--- src/rtl/pwr_mode_seq.sv ---
module pwr_mode_seq #(
  parameter int N_CFG        = 3,
  parameter int STABLE_TICKS = 8,
  parameter int REL_TICKS    = 2,
  parameter int MON_TICKS    = 44,
  parameter int HARV_TICKS   = 264
) (
  input  logic                  clk,
  input  logic                  rst_n,
  input  logic                  tick,
  input  logic                  batt_hi_a,
  input  logic                  batt_lo_a,
  input  logic                  harv_avail_a,
  input  logic                  vout_lo_a,
  input  logic                  vout_hi_a,
  input  logic [N_CFG-1:0]      cfg_above_a,
  output logic [1:0]            pwr_mode,
  output logic                  hv_supply_en,
  output logic                  lv_supply_en,
  output logic                  por_n,
  output logic                  harv_monitor,
  output logic                  harv_connect,
  output logic [((N_CFG>1)?$clog2(N_CFG):1)-1:0] harv_cfg,
  output logic                  ratio_div5
);

  localparam int CFGW   = (N_CFG > 1) ? $clog2(N_CFG) : 1;
  localparam int SYW    = 5 + N_CFG;
  localparam int SMAX   = (STABLE_TICKS > REL_TICKS) ? STABLE_TICKS : REL_TICKS;
  localparam int SCW    = $clog2(SMAX + 1);
  localparam int HMAX   = (MON_TICKS > HARV_TICKS) ? MON_TICKS : HARV_TICKS;
  localparam int HCW    = $clog2(HMAX + 1);
  localparam logic [SCW-1:0] STAB_LAST = SCW'(STABLE_TICKS - 1);
  localparam logic [SCW-1:0] REL_LAST  = SCW'(REL_TICKS - 1);
  localparam logic [HCW-1:0] MON_LAST  = HCW'(MON_TICKS - 1);
  localparam logic [HCW-1:0] HARV_LAST = HCW'(HARV_TICKS - 1);

  typedef enum logic [2:0] {
    S_START, S_RELHV, S_RELLV, S_OPER, S_DSLEEP, S_RECOV
  } st_t;

  logic [SYW-1:0] sy1, sy2;
  logic bhi_s, blo_s, hav_s, vlo_s, vhi_s;
  logic [N_CFG-1:0] cfg_s;

  always_ff @(posedge clk or negedge rst_n)
    if (!rst_n) begin
      sy1 <= '0;
      sy2 <= '0;
    end else begin
      sy1 <= {cfg_above_a, vout_hi_a, vout_lo_a, harv_avail_a, batt_lo_a, batt_hi_a};
      sy2 <= sy1;
    end

  assign {cfg_s, vhi_s, vlo_s, hav_s, blo_s, bhi_s} = sy2;

  st_t st;
  logic [SCW-1:0] scnt;

  always_ff @(posedge clk or negedge rst_n)
    if (!rst_n) begin
      st   <= S_START;
      scnt <= '0;
    end else begin
      case (st)
        S_START, S_RECOV:
          if (st == S_RECOV && !hav_s) begin
            st   <= S_DSLEEP;
            scnt <= '0;
          end else if (!bhi_s) begin
            scnt <= '0;
          end else if (tick) begin
            if (scnt == STAB_LAST) begin
              st   <= S_RELHV;
              scnt <= '0;
            end else begin
              scnt <= scnt + 1'b1;
            end
          end
        S_RELHV, S_RELLV:
          if (blo_s) begin
            st   <= S_DSLEEP;
            scnt <= '0;
          end else if (tick) begin
            if (scnt == REL_LAST) begin
              st   <= (st == S_RELHV) ? S_RELLV : S_OPER;
              scnt <= '0;
            end else begin
              scnt <= scnt + 1'b1;
            end
          end
        S_OPER:
          if (blo_s) begin
            st   <= S_DSLEEP;
            scnt <= '0;
          end
        S_DSLEEP:
          if (hav_s) begin
            st   <= S_RECOV;
            scnt <= '0;
          end
        default: begin
          st   <= S_START;
          scnt <= '0;
        end
      endcase
    end

  logic loop_on, in_harv, sel_ok;
  logic [HCW-1:0] hcnt;
  logic [CFGW-1:0] sel_cfg, pick;
  logic any_set;

  assign loop_on = (st == S_OPER) || (st == S_RECOV);

  always_comb begin
    pick    = '0;
    any_set = 1'b0;
    for (int i = 0; i < N_CFG; i++)
      if (cfg_s[i]) begin
        pick    = CFGW'(i);
        any_set = 1'b1;
      end
  end

  always_ff @(posedge clk or negedge rst_n)
    if (!rst_n) begin
      in_harv <= 1'b0;
      hcnt    <= '0;
      sel_ok  <= 1'b0;
      sel_cfg <= '0;
    end else if (!loop_on) begin
      in_harv <= 1'b0;
      hcnt    <= '0;
      sel_ok  <= 1'b0;
    end else if (tick) begin
      if (!in_harv) begin
        if (hcnt == MON_LAST) begin
          in_harv <= 1'b1;
          hcnt    <= '0;
          sel_ok  <= any_set;
          sel_cfg <= pick;
        end else begin
          hcnt <= hcnt + 1'b1;
        end
      end else begin
        if (hcnt == HARV_LAST) begin
          in_harv <= 1'b0;
          hcnt    <= '0;
          sel_ok  <= 1'b0;
        end else begin
          hcnt <= hcnt + 1'b1;
        end
      end
    end

  always_ff @(posedge clk or negedge rst_n)
    if (!rst_n)      ratio_div5 <= 1'b0;
    else if (vlo_s)  ratio_div5 <= 1'b1;
    else if (vhi_s)  ratio_div5 <= 1'b0;

  always_comb
    case (st)
      S_OPER:   pwr_mode = 2'b01;
      S_DSLEEP: pwr_mode = 2'b10;
      S_RECOV:  pwr_mode = 2'b11;
      default:  pwr_mode = 2'b00;
    endcase

  assign hv_supply_en = (st == S_RELHV) || (st == S_RELLV) || (st == S_OPER);
  assign lv_supply_en = (st == S_RELLV) || (st == S_OPER);
  assign por_n        = (st == S_OPER);
  assign harv_monitor = loop_on && !in_harv;
  assign harv_connect = loop_on && in_harv && sel_ok;
  assign harv_cfg     = harv_connect ? sel_cfg : '0;

endmodule

--- config.mk ---
export PLATFORM = sky130hd
export DESIGN_NAME = pwr_mode_seq
export DESIGN_NICKNAME = d
export VERILOG_FILES = /design/src/rtl/pwr_mode_seq.sv
export SDC_FILE = /design/constraint.sdc
export NUM_CORES = 1
export LEC_CHECK = 0
export BUFFER_PORTS_ARGS = -buffer_cell sky130_fd_sc_hd__buf_2
export CAP_MARGIN = 20
export CORE_MARGIN = 8
export CORE_UTILIZATION = 28
export DETAILED_ROUTE_END_ITERATION = 7
export RECOVER_POWER = 50
export SLEW_MARGIN = 20
export SYNTH_ARGS = -nofsm -noshare
export SYNTH_HDL_FRONTEND = slang
export SYNTH_SLANG_ARGS = --single-unit
--- constraint.sdc ---
create_clock -name clk -period 2.5 [get_ports clk]
set_input_delay 0.25 -clock clk [delete_from_list [all_inputs] [get_ports clk]]
set_output_delay 0.25 -clock clk [all_outputs]
set_load 0.01 [all_outputs]
==> results.md <==
* Status: finished with violations
* Failing checks: capacitance limit, slew limit
* Largest net degree at the start of global routing at 38
* # diodes at 0
* Fraction of registers with async set/reset at 1.00
* Drt pass-1 iters at 4
* Share of cells above drive strength 1 at 0.284
* Post-Syn Instances at 160
* Power Total at 0.00188 W
* Final Instance Area at 2070 µm²
* Post-CTS sizing at 0
* Most instantiated library cell after synthesis: dfrtp_1
* All-Layer GR Usage at 0.0828
* Die area at 9250 µm²
* VDD IR-drop max at 0.521 mV
* Sequential area share after synthesis at 0.515
* Io pins at 21
* # DRC at 0
* Setup crit start kind: register
* WP data arrival at 1.94 ns
* Clock Tree Buf Depth at 2
* Final hold vios at 0
* Post-place setup slack at 0.633 ns
* Top post-synthesis cells by area: dfrtp_1, nor2_1, a21oi_1
* Layout Cells excl Fill at 260
* Port bufs at 20
* Crit share post-route at 0.876
* Net switching power at 0.000649 W
* Critical Path Sink Type: output pin
* Max_cap viols at 1
* First DRT Iteration DRCs at 39
* Num rows at 29
* Placer Congestion at 0.799
* GRT overflow at 0
* Syn nets at 174
* Placed Area at 1950 µm²
* DP Wirelength at 2.49 mm
* Synthesized area per cell at 11.2 µm²
* Hold Path Depth at 1
* Pint at 0.00123 W
* Number of post-CTS setup repair buffers at 0
* Vias in the first global route at 1186
* Switch share at 0.346
* Syn Std Cell Area at 1800 µm²
* Final WS setup at 0.310 ns
* Top-area cell type share of the netlist area at 0.515
* Die Y-Extent at 96.2 µm
* Root Buffer: clkbuf_8
* Area Growth Syn to Fin at 14.9%
* WS Path Type: reg -> out
* Clock Pin Slew Worst Setup and Hold Paths at 0.08 ns
* Hold buffer count at cts at 0
* CTS tree: done
* Tmin final at 2.19 ns
* CORE AREA at 6280 µm²
* First-pass GRT wire length at 5.91 mm
* Slew @ Worst Pin at 1.91 ns
* Syn. warnings at 0
* Min-delay worst type: in -> reg
* Prevailing post-synth register cell: dfrtp_1
* Most area-hungry cell type in the Yosys netlist: dfrtp_1
* Via count at 1204
* Vias per cell at 4.63
* F_max at 0.457 GHz
* Post-DR wirelength/cell at 12.9 µm
* Worst Path Max Fanout at 10
* CTS H-tree depth at 2
* FF-to-FF path depth at 5
* Power Density at 907 nW/µm²
* Post-synth EDFFs at 0
* Die width at 96.2 µm
* Total negative setup slack at 0 ns
* Rel. slew slack at -0.274
* FF+latch count, synth at 37
* Starting density of the core at 0.287
* Static Leak at 0.930 nW
* # clock sinks at 37
* Final Net Count at 196
* Worst skew pair latency at 0.29 ns
* Clk pwr share at 0.276
* Unique masters post-synth at 56
* Placed cells at 252
* Pins Over Slew Limit at 38
* Reg power frac at 0.396
* Combinational Power Share at 0.328
* CTS buffer count at 5
* WL final at 3.37 mm
* Clk_skew at 0.00437 ns
* Unrepaired setup endpoints after global routing: false
* Final setup fails at 0
* Antenna violations before repair at 0
* Synth top cells by count: dfrtp_1, nor2_1, nand2_1, a21oi_1, inv_1
* Routed Antenna Nets at 0
* WP data required at 2.25 ns
power by group through the flow:
stage | sequential (W) | clock, W | combinational [W]
6_report | 0.000743 | 0.000517 | 0.000616
5_1_grt | 0.000758 | 0.000558 | 0.000683
4_1_cts | 0.000742 | 0.000533 | 0.000629
3_5_place_dp | 0.000754 | 0 | 0.000623
3_3_place_gp | 0.000754 | 0 | 0.000612
2_1_floorplan | 0.000700 | 0 | 0.000535
cell type report:
type,instances,area [µm²]
clock buffers,5,68.8
fillers,623,4210
flip-flops and latches,37,926
clock inverters,3,46.3
well taps,77,96.3
repair buffers,21,106
inverters,9,33.8
multi-input cells,108,790
final timing paths:
path	startpoint	to	slack [ns]
worst max-delay path	st[1]	harv_cfg[1]	0.31
worst min-delay path	batt_lo_a	sy1[1]	0.06
worst max register to register	st[1]	scnt[3]	0.69
worst min register to register	sy1[4]	sy2[4]	0.35
max in group asynchronous	rst_n	hcnt[4]	0.92
min in group asynchronous	rst_n	sy2[3]	0.48
per-layer routing:
| metal | vias to the layer above | global-route usage | wire length [µm] |
|---|---|---|---|
| met5 | - | 0 | 0 |
| met4 | 0 | 0.0410 | 76 |
| met3 | 9 | 0.0296 | 161 |
| met2 | 23 | 0.118 | 1480 |
| met1 | 579 | 0.108 | 1650 |
| li1 | 593 | - | - |
critical path, stage by stage (launching register included):
cell and delay, ns:
dfrtp_1 0.55, and2b_2 0.30, o21ai_2 0.19, inv_2 0.10, and3_1 0.21, and2_1 0.16, buf_2 0.14
logic make-up (layout without fill, tap and decap cells):
logic type / count (synthesis) / count (layout) / share of synthesized area
XOR/XNOR: 9 / 9 / 0.0480
buffers and inverters: 15 / 38 / 0.0466
AND/OR/NAND/NOR: 64 / 64 / 0.219
AO/OA/AOI/OAI: 25 / 25 / 0.106
flip-flops: 37 / 37 / 0.515
multiplexers: 5 / 5 / 0.0327
adder cells (fa/ha/maj): 5 / 5 / 0.0327
registers in the layout, summed over array words and instances (netlist names):
register,cells
hcnt,9
in_harv,1
ratio_div5,1
scnt,4
sel_cfg,2
sel_ok,1
st,3
sy1,8
sy2,8
placed cells by master (no fill, tap or decap), drive strengths merged, types with 3 or more instances in the layout:
master	instances
xor2	3
inv	9
xnor2	6
nor3	6
nor2	16
nand3	5
nand4	3
clkbuf	6
nand2	13
nor2b	3
o21ai	5
ha	3
dfrtp	37
buf	20
a21oi	9
mux2	4
through the flow:
| step | util | hold WS (ns) |
|---|---|---|
| final | 0.329 | 0.0614 |
| after global routing | 0.329 | 0.0465 |
| after CTS | 0.329 | 0.0537 |
| after detailed placement | 0.311 | 0.335 |
| after global placement | 0.311 | 0.332 |
| after floorplan | - | -0.0456 |
Note: power is estimated with default switching activity, not from simulation.
